**src/rtl/dsk_pkg.sv**
```systemverilog
package dsk_pkg;
    localparam int PH_N   = 4;
    localparam int PH_W   = $clog2(PH_N);
    localparam int SLOT_W = 3;

    typedef logic [PH_W-1:0]   phase_t;
    typedef logic [SLOT_W-1:0] slot_t;
    typedef logic [PH_N-1:0]   phmask_t;

    typedef enum logic [1:0] {
        MODE_X4  = 2'd0,
        MODE_X7  = 2'd1,
        MODE_X8  = 2'd2,
        MODE_X8B = 2'd3
    } mode_e;

    localparam phase_t DEF_PHASE = 2'd2;

    typedef struct packed {
        phase_t ph;
        logic   exp_bit;
        logic   active;
        logic   enter;
        logic   finish;
        logic   enough;
        logic   bypass;
    } tick_t;

    function automatic logic [3:0] frame_bits(mode_e m);
        case (m)
            MODE_X4: return 4'd4;
            MODE_X7: return 4'd7;
            default: return 4'd8;
        endcase
    endfunction

    function automatic logic train_bit(mode_e m, slot_t s);
        logic [3:0] half;
        half = (frame_bits(m) + 4'd1) >> 1;
        return {1'b0, s} >= half;
    endfunction

    function automatic phase_t pick_phase(phmask_t ok);
        phase_t lo, hi, mid;
        logic   seen;
        logic [PH_W:0] sum;
        lo = '0; hi = '0; seen = 1'b0;
        for (int p = 0; p < PH_N; p++) begin
            if (ok[p]) begin
                if (!seen) lo = PH_W'(p);
                hi   = PH_W'(p);
                seen = 1'b1;
            end
        end
        sum = {1'b0, lo} + {1'b0, hi};
        mid = sum[PH_W:1];
        return ok[mid] ? mid : lo;
    endfunction
endpackage

```
**src/rtl/dsk_frame_ctl.sv**
```systemverilog
module dsk_frame_ctl
    import dsk_pkg::*;
#(
    parameter int MIN_FRAMES = 3
) (
    input  logic  clk,
    input  logic  rst,
    input  logic  frame_clk,
    input  logic  deskew_req,
    input  mode_e mode,
    output tick_t tk
);
    localparam int NF_W = $clog2(MIN_FRAMES + 1);
    localparam logic [NF_W-1:0] NF_MAX = NF_W'(MIN_FRAMES);

    logic            fclk_q, req_q, cal_q;
    logic [NF_W-1:0] nfr_q, nfr_nx;
    phase_t          ph_q, cur_ph;
    slot_t           slot_q, cur_slot;
    logic            rise, fall, last_slot;

    assign rise      = frame_clk & ~fclk_q;
    assign fall      = ~frame_clk & fclk_q;
    assign cur_ph    = rise ? '0 : ph_q;
    assign cur_slot  = rise ? '0 : slot_q;
    assign last_slot = ({1'b0, cur_slot} == frame_bits(mode) - 4'd1);
    assign nfr_nx    = (nfr_q == NF_MAX) ? NF_MAX : nfr_q + 1'b1;

    always_comb begin
        tk.ph      = cur_ph;
        tk.exp_bit = train_bit(mode, cur_slot);
        tk.enter   = rise & req_q & ~cal_q;
        tk.finish  = rise & cal_q & ~req_q;
        tk.active  = tk.enter | (cal_q & ~tk.finish);
        tk.enough  = (nfr_nx >= NF_MAX);
        tk.bypass  = (mode == MODE_X4);
    end

    always_ff @(posedge clk) begin
        if (rst) begin
            fclk_q <= 1'b0;
            req_q  <= 1'b0;
            cal_q  <= 1'b0;
            nfr_q  <= '0;
            ph_q   <= '0;
            slot_q <= '0;
        end else begin
            fclk_q <= frame_clk;
            if (fall) req_q <= deskew_req;
            ph_q <= cur_ph + 1'b1;
            if (cur_ph == phase_t'(PH_N - 1))
                slot_q <= last_slot ? '0 : cur_slot + 1'b1;
            else
                slot_q <= cur_slot;
            if (tk.enter) begin
                cal_q <= 1'b1;
                nfr_q <= '0;
            end else if (tk.finish) begin
                cal_q <= 1'b0;
            end else if (rise && cal_q) begin
                nfr_q <= nfr_nx;
            end
        end
    end
endmodule

```
**src/rtl/dsk_lane.sv**
```systemverilog
module dsk_lane
    import dsk_pkg::*;
(
    input  logic   clk,
    input  logic   rst,
    input  logic   rx,
    input  tick_t  tk,
    output phase_t phase_out,
    output logic   bit_out,
    output logic   ok,
    output logic   err
);
    phmask_t pass_q, pass_nx;
    phase_t  sel_q;
    logic    rbit_q, ok_q, err_q;

    assign phase_out = tk.bypass ? DEF_PHASE : sel_q;
    assign bit_out   = rbit_q;
    assign ok        = ok_q;
    assign err       = err_q;

    always_comb begin
        pass_nx = tk.enter ? '1 : pass_q;
        if (tk.active && (rx != tk.exp_bit)) pass_nx[tk.ph] = 1'b0;
    end

    always_ff @(posedge clk) begin
        if (rst) begin
            pass_q <= '1;
            sel_q  <= DEF_PHASE;
            rbit_q <= 1'b0;
            ok_q   <= 1'b0;
            err_q  <= 1'b0;
        end else begin
            if (tk.active) pass_q <= pass_nx;
            if (tk.ph == phase_out) rbit_q <= rx;
            if (tk.enter) begin
                ok_q  <= 1'b0;
                err_q <= 1'b0;
            end else if (tk.finish) begin
                if (tk.bypass) begin
                    ok_q <= 1'b1;
                end else if ((|pass_q) && tk.enough) begin
                    sel_q <= pick_phase(pass_q);
                    ok_q  <= 1'b1;
                end else begin
                    err_q <= 1'b1;
                end
            end
        end
    end
endmodule

```
**src/rtl/dsk_phase_align.sv**
```systemverilog
module dsk_phase_align
    import dsk_pkg::*;
#(
    parameter int CH         = 4,
    parameter int MIN_FRAMES = 3
) (
    input  logic              clk,
    input  logic              rst,
    input  logic              frame_clk,
    input  logic              deskew_req,
    input  logic [1:0]        mode,
    input  logic [CH-1:0]     rx_ser,
    output logic [2*CH-1:0]   phase_sel,
    output logic [CH-1:0]     rx_bit,
    output logic [CH-1:0]     cal_ok,
    output logic [CH-1:0]     cal_err
);
    tick_t tk;
    logic  cal_fin, cal_go;

    dsk_frame_ctl #(.MIN_FRAMES(MIN_FRAMES)) u_ctl (
        .clk        (clk),
        .rst        (rst),
        .frame_clk  (frame_clk),
        .deskew_req (deskew_req),
        .mode       (mode_e'(mode)),
        .tk         (tk)
    );

    assign cal_fin = tk.finish;
    assign cal_go  = tk.enter;

    for (genvar c = 0; c < CH; c++) begin : g_lane
        dsk_lane u_lane (
            .clk       (clk),
            .rst       (rst),
            .rx        (rx_ser[c]),
            .tk        (tk),
            .phase_out (phase_sel[2*c +: 2]),
            .bit_out   (rx_bit[c]),
            .ok        (cal_ok[c]),
            .err       (cal_err[c])
        );
    end
endmodule

```
**config.mk**
```make
export PLATFORM = sky130hd
export DESIGN_NAME = dsk_phase_align
export DESIGN_NICKNAME = d
export VERILOG_FILES = /design/src/rtl/dsk_pkg.sv /design/src/rtl/dsk_frame_ctl.sv /design/src/rtl/dsk_lane.sv /design/src/rtl/dsk_phase_align.sv
export SDC_FILE = /design/constraint.sdc
export NUM_CORES = 1
export LEC_CHECK = 0
export ABC_CLOCK_PERIOD_IN_PS = 3150
export BUFFER_PORTS_ARGS = -buffer_cell sky130_fd_sc_hd__buf_4
export CAP_MARGIN = 20
export CELL_PAD_IN_SITES_DETAIL_PLACEMENT = 1
export CELL_PAD_IN_SITES_GLOBAL_PLACEMENT = 2
export CORE_MARGIN = 2
export CORE_UTILIZATION = 35
export CTS_CLUSTER_SIZE = 40
export DETAILED_ROUTE_END_ITERATION = 12
export PLACE_DENSITY = 0.83
export SKIP_LAST_GASP = 1
export SLEW_MARGIN = 25
export SYNTH_ARGS = -nofsm -noshare
export SYNTH_HDL_FRONTEND = slang
export SYNTH_SLANG_ARGS = --single-unit
```
**constraint.sdc**
```tcl
create_clock -name clk -period 3.15 [get_ports clk]
set_input_delay 0.4725 -clock clk [delete_from_list [all_inputs] [get_ports clk]]
set_output_delay 0.4725 -clock clk [all_outputs]
set_load 0.02 [all_outputs]
```
==> Word level (Yosys, flattened, before mapping) <==
Cells that the tools add are included.
{ "totals": {"ff_bits": 46, "mem_bits_ro": 0, "memories": 0, "latch_bits": 0, "ram_bits": 0, "output_inout_bits": 20, "wordCells": 303} }
{ "classes": {"mul": 0, "mux": 190, "shifts": 0, "eq_ne": 12, "reduce_logical": 34, "div": 0, "bitwise_logic": 24, "order_cmp": 8, "add_sub_neg": 9} }
{ "ops": {"columns": ["cell", "n"], "rows": [
  ["$mux W2", 78],
  ["$mux W1", 95],
  ["$mux W4", 8],
  ["$and A4 B4 Y4", 4],
  ["$reduce_and A4 Y1", 4],
  ["$reduce_or A4 Y1", 4],
  ["$lt A2 B3 Y1 const B", 5],
  ["$add A2 B2 Y3", 4],
  ["$reduce_and A3 Y1", 4],
  ["$not A1 Y1", 11],
  ["$logic_and A1 B1 Y1", 10],
  ["$reduce_and A2 Y1", 5],
  ["$reduce_bool A2 Y1", 5],
  ["$mux W3", 3],
  ["$bmux W1 S2", 4],
  ["$eq A2 B2 Y1", 4],
  ["$pmux W4 S2", 1],
  ["$and A1 B1 Y1", 7],
  ["$add A2 B1 Y2 const B", 2],
  ["$add A4 B1 Y4 const B", 1],
  ["$eq A2 B2 Y1 const B", 2],
  ["$eq A3 B4 Y1", 1],
  ["$ne A1 B1 Y1", 4],
  ["$not A4 Y4", 1],
  ["10 further kinds", 10]
]} }

==> Depth between registers and ports, before layout <==
{ "logic_depth": {"depth_word": 32, "ltp_mapped": 9, "mapped_depth_nobuf": 9} }

==> Modules after synthesis <==
Synthesis repeated with hierarchy kept, for this count alone.
{ "unflattened": {"hier_cells": 318, "area_unflattened_um2": 2651.3} }
{ "by_module_without_submodules": {"columns": ["mod", "n_inst", "cells_each", "area_each_um2"], "rows": [
  ["dsk_lane (g_lane[1].u_lane ...)", 2, 65, 541.8],
  ["dsk_lane (g_lane[0].u_lane ...)", 2, 65, 540.5],
  ["dsk_frame_ctl", 1, 58, 486.7]
]} }

==> Worst setup path after synthesis <==
Ideal clock, no wire load.
{ "synth_path": {"path_kind": "input to register", "startpoint": "input port mode[1]", "endpoint": "register g_lane[2].u_lane.pass_q[3]", "required_time_ns": 3.013, "path_buffers": 2, "cell_stages": 8, "arrival_time_ns": 2.225, "slack_ns": 0.788, "path_cell_list": "or2_1 > clkbuf_1 > clkbuf_1 > ha_1 > or2_2 > a31oi_4 > xnor2_1 > a31oi_1"} }
{ "synth_via": {"elab_chain_len": 7, "word_cells_on_any_way": 8, "classes_between": "add/sub (1); order compare (1); eq/ne (2); mux (2); reduce/logical (2)"} }
{ "synth_lines": {"columns": ["element", "line_no", "text"], "rows": [
  ["start: declaration", "dsk_phase_align.sv:11", "input logic [1:0] mode,"],
  ["$eq A2 B1 Y1 / $logic_not A2 Y1 (equally long branches)", "dsk_pkg.sv:30", "case (m)"],
  ["$pmux W4 S2 *", "dsk_pkg.sv:30", null],
  ["$add A4 B1 Y4 *", "dsk_pkg.sv:39", "half = (frame_bits(m) + 4'd1) >> 1;"],
  ["$ge A3 B3 Y1 *", "dsk_pkg.sv:40", "return {1'b0, s} >= half;"],
  ["$ne A1 B1 Y1 *", "dsk_lane.sv:24", "if (tk.active && (rx != tk.exp_bit)) pass_nx[tk.ph] = 1'b0;"],
  ["$logic_and A1 B1 Y1 *", "dsk_lane.sv:24", null],
  ["$mux W4 *", "dsk_lane.sv:24", null],
  ["end signal: assignment", "dsk_lane.sv:35", "if (tk.active) pass_q <= pass_nx;"],
  ["end: declaration", "dsk_lane.sv:13", "phmask_t pass_q, pass_nx;"]
]} }
Mark *: on every way between the ends. The rest lies on a longest branch, timed or not.
A chain may end at the register's enable or synchronous reset.

==> Worst setup path after layout <==
{ "layout_path": {"startpoint": "register g_lane[1].u_lane.pass_q[3]", "endpoint": "register g_lane[1].u_lane.sel_q[1]"} }
{ "layout_via": {"elab_chain_len": 10, "word_cells_on_any_way": 19, "classes_between": "add/sub (1); mux (15); reduce/logical (3)"} }
{ "layout_lines": {"columns": ["element", "line_no", "text"], "rows": [
  ["start: declaration", "dsk_lane.sv:13", null],
  ["start signal: assignment", "dsk_lane.sv:35", null],
  ["$mux W2", "dsk_pkg.sv:49", "if (ok[p]) begin"],
  ["$mux W2", "dsk_lane.sv:43", "end else if ((|pass_q) && tk.enough) begin"],
  ["$mux W2", "dsk_lane.sv:41", "if (tk.bypass) begin"],
  ["$mux W2", "dsk_lane.sv:40", "end else if (tk.finish) begin"],
  ["$mux W2", "dsk_lane.sv:37", "if (tk.enter) begin"],
  ["$mux W2", "dsk_lane.sv:28", "if (rst) begin"],
  ["$add A2 B2 Y3", "dsk_pkg.sv:55", "sum = {1'b0, lo} + {1'b0, hi};"],
  ["$bmux W1 S2", "dsk_pkg.sv:57", "return ok[mid] ? mid : lo;"],
  ["$mux W1 (not written as such)", "dsk_pkg.sv:57", null],
  ["$mux W2", "dsk_pkg.sv:57", null],
  ["end signal: assignment", "dsk_lane.sv:44", "sel_q <= pick_phase(pass_q);"],
  ["end: declaration", "dsk_lane.sv:14", "phase_t sel_q;"]
]} }
Parallel ways exist; a longest one is shown, timed or not. The select of a mux whose other input is x is not followed.

==> metrics <==
Rel. slew slack a little under half; total power approximately 0.0011 W; f_max about 440 MHz; CP Cell Sequence or2_2 -> nor3b_1 -> fa_1 -> nand2_1 -> o21ai_0 -> a21oi_1 -> nor2_1 -> a211o_1; WL final just under 7000 um; Crit Path Class flop to flop; reg2reg setup slack 0.88 ns; CP endpoint kind flop; H-tree Lvls 2; layout cells sized above 1 between 10% and 20%; Placeable Area approximately 0.0073 mm2; dpl hpwl 5060 um; Root Buffer clkbuf_8; CP max stage delay about 0.51 ns; ys async rst share 0%; Synth Register Bits 46; clock skew about 0.0045 ns; Critical Path Start Type flop; DRC viols 0; largest net degree at the start of global routing 26; global route overflow 0; Vias between 2000 and 2500; PortBufs 29; clk buf depth 2; status complete, no violations; synthesis-to-layout area growth 10.44%; Worst-Margin Slew 0.7989 ns; Worst Path Required 3.34 ns; vias in the first global route approximately 2300; min-delay src deskew_req; worst reg2reg path endpoint g_lane[1].u_lane.sel_q[1]$_SDFFE_PP1P_; Layout fillers 913; Pins Over Slew Limit 0; worst r2r path cells 8; Mapped Area about 0.0026 mm2; Hold Path End u_ctl.req_q$_SDFFE_PP0P_; final hold violations 0; Die Area ~0.0083 mm2; CTS tree done; Placement Rows 31; post-layout minimum cycle time around 2.3 ns; # IOs 30; CTS resizes 0; pwr dens 359.1 mW/mm2; leakage about 1.1 nW; Post-synth EDFFs 0; Post-Synthesis Cells about 320; Post-CTS Hold Fix Bufs 0; Synthesis Warnings 0; CP top delay family simple AND/OR/NAND/NOR gates; setup bufs post-CTS 0; Worst Hold Depth 3; final setup violation count 0; Initial Util between 30% and 40%; setup_tns 0 ns; clk sinks 46; DRT iter0 DRCs around 130; clock-pin slew on the worst setup and hold paths ~0.080 ns; Overall Global Routing Usage approximately 17%; crit path buf inv count 0; Netlist cell types between 40 and 50; Post-layout nets 354; chip width between 90 and 100 um; Die Span Y roughly 91 um; Max Cap Violations 0; Detail Route Antenna Nets 0; reg2reg start g_lane[1].u_lane.pass_q[3]$_SDFFE_PP1N_; peak supply drop ~0.16 mV; Num CTS Buffers 5; drt wl/cell about 16 um; unrepaired setup endpoints after global routing false; crit-path max FO 6; TritonRoute pass-1 iters 4; Syn Area/Cell 8.197 um2; Top FF cell, synth dfxtp_1; initial antenna violation count 0; crit path DAT roughly 2.5 ns; Avg Vias per Cell 5.380; Slowest cell on crit path fa_1; Seq/Total Area, Yosys between 30% and 40%; first-pass GRT wire length between 10000 and 15000 um; Min-Delay Path Class input port to flop; Final Cycle Share between 70% and 80%; Antenna diodes 0; clk_lat worst skew 0.29 ns; Routability Congestion between 0.7 and 0.8; Synth Net Count 344; Fin Hold WS 0.4171 ns
==> worst max-delay path by stage <==
stage | to | startpoint | slack [ns] | cells after the start
finish | g_lane[1].u_lane.sel_q[1]$_SDFFE_PP1P_ | g_lane[1].u_lane.pass_q[3]$_SDFFE_PP1N_ | 0.88 | 8
global route | g_lane[1].u_lane.sel_q[1]$_SDFFE_PP1P_ | g_lane[1].u_lane.pass_q[3]$_SDFFE_PP1N_ | 0.65 | 8
CTS | g_lane[1].u_lane.sel_q[1]$_SDFFE_PP1P_ | g_lane[1].u_lane.pass_q[3]$_SDFFE_PP1N_ | 0.87 | 8
detailed placement | g_lane[1].u_lane.pass_q[3]$_SDFFE_PP1N_ | frame_clk | 0.87 | 8
global placement | g_lane[1].u_lane.pass_q[3]$_SDFFE_PP1N_ | mode[1] | 0.87 | 8
floorplan | g_lane[2].u_lane.pass_q[3]$_SDFFE_PP1N_ | mode[1] | 0.79 | 8
==> registers in the layout, indices dropped and copies added (netlist names) <==
| signal | cells |
|---|---|
| u_ctl.ph_q | 2 |
| u_ctl.cal_q | 1 |
| u_ctl.slot_q | 3 |
| u_ctl.nfr_q | 2 |
| g_lane.u_lane.bit_out | 4 |
| g_lane.u_lane.ok | 4 |
| u_ctl.fclk_q | 1 |
| g_lane.u_lane.err | 4 |
| g_lane.u_lane.pass_q | 16 |
| u_ctl.req_q | 1 |
| g_lane.u_lane.sel_q | 8 |
==> layer usage <==
metal  track usage (%)  wire, um
met5                 0         0
met1             24.48      3322
met2             28.40      3217
met4             2.652        42
met3             3.154       297
==> Yosys cell counts, drive strengths merged (9+ instances only) <==
master	count	area, um2
buf	18	126.4
nand2b	9	56.30
mux2i	10	100.1
a31oi	18	127.6
a21oi	26	133.9
nor2	56	210.2
inv	12	45.04
o21ai	13	65.06
clkbuf	12	45.04
dfxtp	46	920.9
nand2	13	48.80
==> final cells by class <==
| class | count | area [um2] | area share [%] |
|---|---|---|---|
| multi-input combinational | 235 | 1510 | 51.65 |
| sequential | 46 | 920.9 | 31.49 |
| timing repair buffer | 33 | 247.7 | 8.472 |
| tap | 99 | 123.9 | 4.236 |
| clock buffer | 7 | 76.32 | 2.610 |
| inverter | 12 | 45.04 | 1.540 |
==> where the power goes <==
group	internal [W]	switching, W	total [W]
clock network	0.000153	0.000190	0.000343
logic	0.0000421	0.0000658	0.000108
registers	0.000588	0.0000116	0.000599
total	0.000783	0.000267	0.00105
==> through the flow <==
stage	setup slack [ns]	utilization, %	instances	cell area (um2)
5_1_grt	0.6468	40.10	432	2924
6_report	0.8809	40.10	432	2924
3_3_place_gp	0.8653	39.05	425	2848
2_1_floorplan	0.7882	-	323	2648
4_1_cts	0.8714	40.10	432	2924
3_5_place_dp	0.8673	39.05	425	2848
==> worst min-delay path: stages <==
cell,delay [ns]
buf_4,0.08
mux2i_1,0.05
nor2_1,0.07
==> placed cells by master, fill, tap and decap left out, types with 3 or more instances in the layout <==
cell type   n
buf_4      33
nor2_1     56
nor2b_1     4
dfxtp_1    46
nand2b_1    9
inv_1      11
clkbuf_8    5
o21ai_0    13
a211o_1     4
or2_2       7
fa_1        4
a31oi_1    17
xnor2_1     8
or3_1       3
and2_1      5
nand2_1    13
ha_1        7
nor4bb_1    4
o21a_1      3
nor3b_1     4
a211oi_1    4
mux2i_1    10
o211ai_1    8
a21oi_1    25
==> kinds of logic after synthesis <==
kind of cell,after synthesis,synth area share [%]
multiplexers,10,3.781
XOR/XNOR,9,2.977
buffers and inverters,42,8.176
adder cells (fa/ha/maj),11,6.333
flip-flops,46,34.78
AO/OA/AOI/OAI,87,21.36
AND/OR/NAND/NOR,118,22.59
Note: power is estimated with default switching activity, not from simulation.
